[config.mk]
export PLATFORM = sky130hd
export DESIGN_NAME = spi_baud_timer
export DESIGN_NICKNAME = d
export VERILOG_FILES = /design/src/rtl/spi_brg_pkg.sv /design/src/rtl/brg_counter.sv /design/src/rtl/brg_sck_gen.sv /design/src/rtl/brg_timeout_irq.sv /design/src/rtl/spi_baud_timer.sv
export SDC_FILE = /design/constraint.sdc
export NUM_CORES = 1
export LEC_CHECK = 0
export ABC_AREA = 1
export CAP_MARGIN = 20
export CORE_MARGIN = 5
export CORE_UTILIZATION = 50
export CTS_CLUSTER_DIAMETER = 30
export DETAILED_ROUTE_END_ITERATION = 12
export GPL_ROUTABILITY_DRIVEN = 0
export HOLD_SLACK_MARGIN = 0.03
export PLACE_DENSITY = 0.71
export SLEW_MARGIN = 25
export SYNTH_ARGS = -nofsm -noshare
export SYNTH_HDL_FRONTEND = slang
export SYNTH_SLANG_ARGS = --single-unit
[constraint.sdc]
create_clock -name clk_i -period 4.8 [get_ports clk_i]
set_input_delay 0.72 -clock clk_i [delete_from_list [all_inputs] [get_ports clk_i]]
set_output_delay 0.72 -clock clk_i [all_outputs]
set_load 0.01 [all_outputs]
[src/rtl/spi_brg_pkg.sv]
package spi_brg_pkg;
  typedef enum logic {
    MODE_TIMER = 1'b0,
    MODE_SPI   = 1'b1
  } brg_mode_e;
endpackage

[src/rtl/brg_counter.sv]
module brg_counter #(
  parameter int unsigned CNT_W = 16
) (
  input  logic             clk_i,
  input  logic             rst_ni,
  input  logic             run_i,
  input  logic             restart_i,
  input  logic [CNT_W-1:0] load_val_i,
  output logic             tc_o
);
  logic [CNT_W-1:0] cnt_q;
  logic             at_zero;

  assign at_zero = (cnt_q == '0);
  assign tc_o    = run_i && !restart_i && at_zero;

  always_ff @(posedge clk_i or negedge rst_ni) begin
    if (!rst_ni) begin
      cnt_q <= '1;
    end else if (restart_i || !run_i || at_zero) begin
      cnt_q <= load_val_i;
    end else begin
      cnt_q <= cnt_q - CNT_W'(1);
    end
  end
endmodule

[src/rtl/brg_sck_gen.sv]
module brg_sck_gen (
  input  logic clk_i,
  input  logic rst_ni,
  input  logic active_i,
  input  logic tc_i,
  output logic sck_o,
  output logic toggle_o,
  output logic tick_o
);
  logic sck_q, toggle_q, tick_q;

  always_ff @(posedge clk_i or negedge rst_ni) begin
    if (!rst_ni) begin
      sck_q    <= 1'b0;
      toggle_q <= 1'b0;
      tick_q   <= 1'b0;
    end else begin
      toggle_q <= active_i && tc_i;
      tick_q   <= active_i && tc_i && sck_q;
      if (!active_i)  sck_q <= 1'b0;
      else if (tc_i)  sck_q <= !sck_q;
    end
  end

  assign sck_o    = sck_q;
  assign toggle_o = toggle_q;
  assign tick_o   = tick_q;
endmodule

[src/rtl/brg_timeout_irq.sv]
module brg_timeout_irq (
  input  logic clk_i,
  input  logic rst_ni,
  input  logic timeout_i,
  input  logic clr_i,
  output logic irq_o
);
  logic irq_q;

  // new time-out beats a concurrent clear
  always_ff @(posedge clk_i or negedge rst_ni) begin
    if (!rst_ni)        irq_q <= 1'b0;
    else if (timeout_i) irq_q <= 1'b1;
    else if (clr_i)     irq_q <= 1'b0;
  end

  assign irq_o = irq_q;
endmodule

[src/rtl/spi_baud_timer.sv]
module spi_baud_timer #(
  parameter int unsigned CNT_W = 16
) (
  input  logic             clk_i,
  input  logic             rst_ni,
  input  logic             reload_we_i,
  input  logic [CNT_W-1:0] reload_wdata_i,
  input  logic             spi_en_i,
  input  logic             xfer_active_i,
  input  logic             irq_en_i,
  input  logic             irq_clr_i,
  output logic             sck_o,
  output logic             sck_toggle_o,
  output logic             bit_tick_o,
  output logic             irq_o
);
  import spi_brg_pkg::*;

  localparam logic [CNT_W-1:0] ONE = CNT_W'(1);

  brg_mode_e        mode, mode_q;
  logic [CNT_W-1:0] reload_q, reload_nxt, load_val;
  logic             run, restart, tc, spi_active;

  assign mode       = spi_en_i ? MODE_SPI : MODE_TIMER;
  assign reload_nxt = reload_we_i ? reload_wdata_i : reload_q;
  assign spi_active = (mode == MODE_SPI) && xfer_active_i;
  assign run        = (mode == MODE_TIMER) || xfer_active_i;
  assign restart    = reload_we_i || (mode != mode_q);

  // counter holds N-1; 0 wraps to all-ones (65536); SPI clamps 1 up to 2
  always_comb begin
    if ((mode == MODE_SPI) && (reload_nxt == ONE)) load_val = ONE;
    else                                           load_val = reload_nxt - ONE;
  end

  always_ff @(posedge clk_i or negedge rst_ni) begin
    if (!rst_ni) begin
      reload_q <= '0;
      mode_q   <= MODE_TIMER;
    end else begin
      reload_q <= reload_nxt;
      mode_q   <= mode;
    end
  end

  brg_counter #(.CNT_W(CNT_W)) i_counter (
    .clk_i      (clk_i),
    .rst_ni     (rst_ni),
    .run_i      (run),
    .restart_i  (restart),
    .load_val_i (load_val),
    .tc_o       (tc)
  );

  brg_sck_gen i_sck_gen (
    .clk_i    (clk_i),
    .rst_ni   (rst_ni),
    .active_i (spi_active),
    .tc_i     (tc),
    .sck_o    (sck_o),
    .toggle_o (sck_toggle_o),
    .tick_o   (bit_tick_o)
  );

  brg_timeout_irq i_irq (
    .clk_i     (clk_i),
    .rst_ni    (rst_ni),
    .timeout_i (tc && (mode == MODE_TIMER) && irq_en_i),
    .clr_i     (irq_clr_i),
    .irq_o     (irq_o)
  );
endmodule

# After elaboration in Yosys (flattened, before gate mapping)
# Index checks and enable logic that the tools add are counted.
# classes
add_sub_neg	2
n_eq_ne	3
mux	8
n_bitwise	1
n_reduce_logical	17
# op_table
cell	count
16-bit 2-to-1 mux	3
16-bit by 1-bit subtractor with 16-bit output (second input constant)	2
16-bit by 1-bit equality test with 1-bit output (second input constant)	1
16-bit zero test	1
1-bit logical AND	8
1-bit 2-to-1 mux	5
1-bit logical OR	4
1-bit zero test	3
2-bit inequality test (second input constant)	1
2-bit nonzero test	1
1-bit inequality test	1
1-bit NOT	1
# word_totals
ff_bits	37
in_bits	23
output_inout_bits	4
elab_cells	38

# Longest topological paths before layout
# Gate-level depths: netlist of the first run.
# logic_depth
word_depth	9
ltp_mapped	13
ltp_nobuf	12

# By module
# From an unflattened synthesis of the first run, not the netlist that was laid out.
# hier_totals
cells_unflattened	421
hier_area_um2	2787.7
# by_module_without_submodules
module	instances	cells_per_inst	area_each_um2	seq_area_each_um2
spi_baud_timer	1	243	1530.2	425.4
brg_counter	1	162	1107.3	420.4
brg_sck_gen	1	11	110.1	75.1
brg_timeout_irq	1	5	40.0	25.0

# Least setup slack after synthesis of the first run
# No wires, ideal clock.
# synth_timing
path_type	input to register
startpoint	input port reload_we_i
endpoint	register i_counter.cnt_q[6]
setup_ps	69
arrival_time_ps	1961
t_required_ps	4731
path_slack_ps	2770
cell_stages	11
path_buffers	3
cell_sequence	buf_6 buf_12 o21ai_4 inv_1 ha_1 nand4_1 nor2_1 nand3_1 nand2_2 buf_8 o21ai_2
# synth_via
elab_chain_len	5
word_cells_on_any_way	9
cone_classes	add/sub (1); eq/ne (1); mux (3); reduce/logical (4)
# synth_lines
element	line_no	rtl
start, declared	spi_baud_timer.sv:6	input logic reload_we_i,
16-bit 2-to-1 mux *	spi_baud_timer.sv:26	assign reload_nxt = reload_we_i ? reload_wdata_i : reload_q;
via reload_nxt[0]	spi_baud_timer.sv:22	logic [CNT_W-1:0] reload_q, reload_nxt, load_val;
parallel branches: the longest is 2 deep, another holds 16-bit by 1-bit subtractor with 16-bit output	-	
16-bit 2-to-1 mux *	spi_baud_timer.sv:33	if ((mode == MODE_SPI) && (reload_nxt == ONE)) load_val = ONE;
16-bit 2-to-1 mux *	brg_counter.sv:20	end else if (restart_i || !run_i || at_zero) begin
end signal, assigned	brg_counter.sv:21	cnt_q <= load_val_i;
end signal, assigned	brg_counter.sv:23	cnt_q <= cnt_q - CNT_W'(1);
end, declared	brg_counter.sv:11	logic [CNT_W-1:0] cnt_q;
# Mark *: on every way through the listed nets, which the timed path passes.
# A chain may end at the register's enable or synchronous reset.

# Final worst setup path of the first run
# layout_timing
startpoint	input port reload_we_i
endpoint	register i_counter.cnt_q[13]
# layout_via
elab_chain_len	5
word_cells_on_any_way	9
cone_classes	add/sub (1); eq/ne (1); mux (3); reduce/logical (4)
# layout_lines
element	line_no
parallel branches: the longest is 4 deep, another holds 16-bit by 1-bit subtractor with 16-bit output	-
16-bit 2-to-1 mux *	brg_counter.sv:20
# Mark *: on every way between the ends.

==> flow_summary.toml, run 1 <==
[yosys]
async_flop_share = 1.000
ys.flop_type = "dfrtp_1"
synth-seq-area-share = 0.3881
synth_fp_nets = 358
avgSynthCellArea_um2 = 7.364
synth.distinct_cells = 30
synth_edf_count = 0
synth_seq_cells = 37
yosysWarnings = 0
syn-cell-area_um2 = 2437
netlist_instances = 331

[setup_path]
critPathLaunchType = "input pin"
crit_required_ps = 5030
crit_path_end_kind = "register"
worstPathMaxFanout = 28
worstPathArrival_ps = 2850
worstSetupPathType = "input pin to register"

[drt]
ant_nets = 0
routed_wl_um = 5030
dr.pass1.iters = 4
drcViolationCount = 0
viasPerCell = 4.720
drt_iter0_drc = 56
vias = 2025
wl_per_cell_um = 11.72

[finish]
nets = 388
drive_above_1_share = 0.1547
area_growth_pct = 16.53
fin_util = 0.6013
fillerInstances = 432
n_antenna_cell = 0
stdcell_area_um2 = 2840

[job]
maxCapViolCount = 0

[worst_hold_path]
hold_class = "register to register"

[floorplanning]
die_y_um = 79.82
die_x_um = 79.82
start_util = 0.5160
coreArea_um2 = 4723
num_rows = 25
ioPinCount = 27
die_area_um2 = 6371

[clocking]
cts_sinks = 37
clk_latency_ps = 290
tritoncts = "done"
postCtsHoldBufs = 0
clockRootBuffer = "clkbuf_8"
post_cts_buffers = 0
cts_buffer_depth = 2
numCtsBuffers = 5
h-tree-depth = 2
cts-resized-gates = 0
clk_pin_slew_ps = 80

[global_route]
grtUsageMet1 = 0.2321
antenna_found_initial = 0
grt_pass1_wl_um = 8852
busiest_layer = "met2"
track_usage = 0.1777
use_met3 = 0.02709
grt_max_degree = 38
grt-ovfl-total = 0
grt_pass1_vias = 1947
use_met2 = 0.3038

[power]
power_uw = 830.1
p_per_area_nw_per_um2 = 292.2
ir_drop_mv = 0.1605
p_leak_nw = 1.358

[placed_design]
postPlaceCellArea_um2 = 2730
post-dp-hpwl_um = 3902
io_buffers = 26

[sta]
post-route-min-period_ps = 2622
period_share = 0.5462
setup_viol_count_final = 0
finClkSkew_ps = 6.972
relSlewSlack = 0.6743
hold_viol_final = 0
worstMarginPinSlew_ps = 484.8
slew_viol_final = 0
rsz0062_at_grt = "no"
fmax_ghz = 0.3814
final.setup.tns_ps = 0

[status]
status = "completed"
[cells by family after synthesis]
logic type,after synthesis,share of synthesized area
fa+ha+maj,4,0.02053
flops,37,0.3881
buf+inv,63,0.1181
simple gates,184,0.3342
xor+xnor,13,0.04671
compound gates,30,0.09240
[worst paths after layout]
check	from	end	slack [ps]	cells after the start
setup reg to reg	i_counter.cnt_q[0]	i_counter.cnt_q[13]	2760	11
setup / recovery	reload_we_i	i_counter.cnt_q[13]	2180	12
min in group asynchronous	rst_ni	i_sck_gen.sck_o	840	2
max in group asynchronous	rst_ni	i_counter.cnt_q[11]	3610	2
hold reg to reg	reload_q[5]	reload_q[5]	520	2
hold / removal	reload_q[5]	reload_q[5]	520	2
[registers in the layout, summed over array words and instances, names as in the netlist]
register            flops
reload_q               16
mode_q                  1
i_sck_gen.tick_o        1
i_irq.irq_o             1
i_counter.cnt_q        16
i_sck_gen.toggle_o      1
i_sck_gen.sck_o         1
[through the flow]
stage	worst slack (ps)	hold slack (ps)	cells
2_1_floorplan	2770	424.4	331
3_3_place_gp	1928	471.0	421
3_5_place_dp	1850	506.9	421
4_1_cts	2148	526.1	429
5_1_grt	1990	544.2	429
6_report	2178	523.6	429
[where the power goes]
part	internal [mW]	switching (mW)	leakage (nW)	total (mW)
Clock	0.135	0.120	0.0525	0.254
Sequential	0.359	0.0229	0.423	0.382
Combinational	0.0740	0.119	0.883	0.193
[cells in the mapped netlist (2+ instances only)]
library cell / number / share of area
xor2_1: 12 / 0.043
nand2_1: 99 / 0.15
o22ai_2: 2 / 0.010
nand2_2: 4 / 0.010
o21ai_2: 10 / 0.036
nor2_2: 3 / 0.0077
nand4_1: 6 / 0.015
nor2_1: 35 / 0.054
o21ai_0: 7 / 0.014
o21ai_1: 4 / 0.0082
buf_6: 3 / 0.014
nand3b_1: 2 / 0.0062
o21ai_4: 2 / 0.013
a21oi_1: 5 / 0.010
inv_1: 55 / 0.085
dfstp_2: 16 / 0.17
nor3_1: 3 / 0.0062
ha_1: 4 / 0.021
inv_2: 2 / 0.0031
dfrtp_1: 21 / 0.22
nor4_1: 2 / 0.0051
nand3_1: 24 / 0.049
nor2_4: 3 / 0.014
[per-layer routing]
layer / vias up / part of all wire
li1: 1079 / -
met1: 917 / 0.48
met2: 23 / 0.48
met3: 6 / 0.026
met4: 0 / 0.013
met5: - / 0
[cells in the final DEF, fill, tap and decap left out, types with 3 or more instances in the layout]
cell	count
dfstp_2	16
inv_1	55
nand2_2	4
nor3_1	3
o21ai_1	4
nand4_1	6
nor2_2	3
nand3_1	24
o21ai_0	7
xor2_1	12
a21oi_1	5
clkdlybuf4s50_1	26
ha_1	4
buf_4	3
nor2_1	35
o21ai_2	10
nand2_1	99
nor2_4	3
clkbuf_8	5
dfrtp_1	21
[cell type report]
cell class | instances | area, um^2 | share of cell area
multi-input combinational | 231 | 1204 | 0.4238
sequential | 37 | 945.9 | 0.3330
timing repair buffer | 29 | 282.8 | 0.09956
inverter | 57 | 214.0 | 0.07533
clock buffer | 6 | 93.84 | 0.03304
tap | 67 | 83.83 | 0.02952
clock inverter | 2 | 16.27 | 0.005727
[worst max-delay path, cell delays in order]
cell,delay (ps)
clkdlybuf4s50_1,470
buf_4,300
nand2_1,140
o21ai_4,110
ha_1,180
nand4_1,110
nor2_1,110
nand3_1,100
nand2_2,310
inv_1,150
nand3_1,90
nand2_1,50
Power figures use the tool's default switching activity.
==> run 2: changes to the inputs <==
--- a/config.mk
+++ b/config.mk
@@ -13,7 +13,7 @@
 export DETAILED_ROUTE_END_ITERATION = 12
 export GPL_ROUTABILITY_DRIVEN = 0
 export HOLD_SLACK_MARGIN = 0.03
-export PLACE_DENSITY = 0.71
+export PLACE_DENSITY = 0.74
 export SLEW_MARGIN = 25
 export SYNTH_ARGS = -nofsm -noshare
 export SYNTH_HDL_FRONTEND = slang
==> constraint.sdc (replaced) <==
create_clock -name clk_i -period 2.2 [get_ports clk_i]
set_input_delay 0.33 -clock clk_i [delete_from_list [all_inputs] [get_ports clk_i]]
set_output_delay 0.33 -clock clk_i [all_outputs]
set_load 0.01 [all_outputs]
==> run 2 against run 1 <==
Compared with the run above:
- register-to-register slack lost 2300 ps
- combinational power up 140%
- via count rose by 3.3%
- count of clock-buffer cells in the layout did not move
- clock power is 79% higher
- first-iteration DRC count grew 32%
- largest power group unchanged
- highest routed layer unchanged
==> flow_summary.toml, run 2 (same netlist as run 1, synthesis figures left out) <==
[global_route]
grt_pass1_wl_um = 8804
antenna_found_initial = 0
grt_max_degree = 38
grt_pass1_vias = 1984
grt-ovfl-total = 0
busiest_layer = "met2"
grtUsageMet1 = 0.2267
use_met2 = 0.2905
use_met3 = 0.03837
track_usage = 0.1730

[power]
ir_drop_mv = 0.3835
power_frac_comb = 0.262
power_mw = 1.743
swShare = 0.3150
p_leak_nw = 1.423
p_per_area_nw_per_um2 = 594.8
power.internal_mw = 1.194
switching_power_uw = 549.1
seq_power_share = 0.477
clockPowerShare = 0.261

[finish]
area_growth_pct = 20.23
nets = 402
instances_no_fill = 443
fillerInstances = 426
drive_above_1_share = 0.1835
stdcell_area_um2 = 2930
final_common_cell = "nand2_1"
reg_top3 = "i_counter.cnt_q (16), reload_q (16)"
n_antenna_cell = 0
final_cell_mix = "99 x nand2_1, 55 x inv_1, 35 x nor2_1, 26 x clkdlybuf4s50_1, 24 x nand3_1"

[drt]
drt_iter0_drc = 74
drcViolationCount = 0
viasPerCell = 4.720
dr.pass1.iters = 4
ant_nets = 0
wl_per_cell_um = 11.13
routed_wl_um = 4932
vias = 2091

[setup_path]
cp_common_cell = "inv_1"
crit_path_end_kind = "register"
rr_worst_depth = 10
worstPathMaxFanout = 6
crit_required_ps = 2420
r2r-end = "i_counter.cnt_q[14]"
critPathLaunchType = "input pin"
slowest_stage = "clkdlybuf4s50_1"
ff2ff_setup_slack_ps = 490
rr_startpoint = "i_counter.cnt_q[0]"
crit_chain = "clkdlybuf4s50_1 -> buf_4 -> o21ai_4 -> inv_1 -> ha_1 -> nand4_1 -> nor2_1 -> nand3_1 -> nand2_2 -> buf_12 -> o21ai_0 -> inv_1"
worstPathArrival_ps = 2130
worstSetupPathType = "input pin to register"
crit_family = "buffers and inverters"
cp_slowest_stage_delay_ps = 470
path_buf_inv = 5

[job]
maxCapViolCount = 0

[clocking]
clk_pin_slew_ps = 70
clk_latency_ps = 280
h-tree-depth = 2
cts-resized-gates = 0
tritoncts = "done"
postCtsHoldBufs = 0
clockRootBuffer = "clkbuf_8"
post_cts_buffers = 0
cts_buffer_depth = 2
numCtsBuffers = 5
cts_sinks = 37

[sta]
period_share = 0.8693
post-route-min-period_ps = 1913
worstMarginPinSlew_ps = 460.5
holdWs_ps = 454.7
setup_viol_count_final = 0
finClkSkew_ps = 4.854
slew_viol_final = 0
relSlewSlack = 0.6930
rsz0062_at_grt = "no"
fmax_ghz = 0.5229
hold_viol_final = 0
fin_ws_ps = 287.5

[floorplanning]
num_rows = 25
die_y_um = 79.82
die_area_um2 = 6371
die_x_um = 79.82
ioPinCount = 27
coreArea_um2 = 4723
start_util = 0.5160

[placed_design]
io_buffers = 26
pre_cts_slack_ps = -31.66
dp_cells = 435
post-dp-hpwl_um = 4034
postPlaceCellArea_um2 = 2848

[status]
status = "completed"

[worst_hold_path]
hold_class = "input pin to async pin"
## run 2: cell count changes in the layout (fill, tap and decap cells not counted)
cell,before,now
clkbuf_1,0,1
clkbuf_16,1,0
clkinv_4,1,0
clkinvlp_4,1,0
clkinv_2,0,2
buf_12,0,1
buf_4,3,16
## run 2: metrics by stage
stage	TNS (ps)	utilization
floorplan	0	-
global placement	-2.837	0.6029
detailed placement	-106.5	0.6029
CTS	0	0.6204
global route	0	0.6204
finish	0	0.6204
## run 2: layout make-up
type,count,area [um^2],share of cell area
multi-input combinational,231,1204,0.4108
sequential,37,945.9,0.3228
timing repair buffer,43,400.4,0.1366
inverter,57,214.0,0.07301
tap,67,83.83,0.02861
clock buffer,6,72.57,0.02477
clock inverter,2,10.01,0.003416
## run 2: routing by layer
layer / routed length [um] / up-vias
li1: - / 1111
met1: 2326 / 931
met2: 2343 / 40
met3: 193 / 9
met4: 69 / 0
met5: 0 / -
## run 2: power by group through the flow
stage	sequential, mW	clock, mW	combinational [mW]
final	0.832	0.455	0.456
after global routing	0.842	0.510	0.520
after CTS	0.831	0.470	0.461
after detailed placement	0.843	0	0.459
after global placement	0.842	0	0.447
after floorplan	0.832	0	0.315
## run 2: how the worst max path moves through the flow
stage                      from            endpoint  slack, ps  cells after the start
floorplan           reload_we_i  i_counter.cnt_q[6]        560                     11
global placement    reload_we_i  i_counter.cnt_q[0]         -3                     12
detailed placement  reload_we_i  i_counter.cnt_q[0]        -30                     12
CTS                 reload_we_i  i_counter.cnt_q[0]        280                     12
global route        reload_we_i  i_counter.cnt_q[0]        100                     12
finish              reload_we_i  i_counter.cnt_q[0]        290                     12
==> run 3: changes to the inputs <==
--- a/config.mk
+++ b/config.mk
@@ -6,7 +6,6 @@
 export NUM_CORES = 1
 export LEC_CHECK = 0
 export ABC_AREA = 1
-export CAP_MARGIN = 20
 export CORE_MARGIN = 5
 export CORE_UTILIZATION = 50
 export CTS_CLUSTER_DIAMETER = 30
==> results of run 3 <==
Final layout, timing and power as in run 2 (identical DEF).
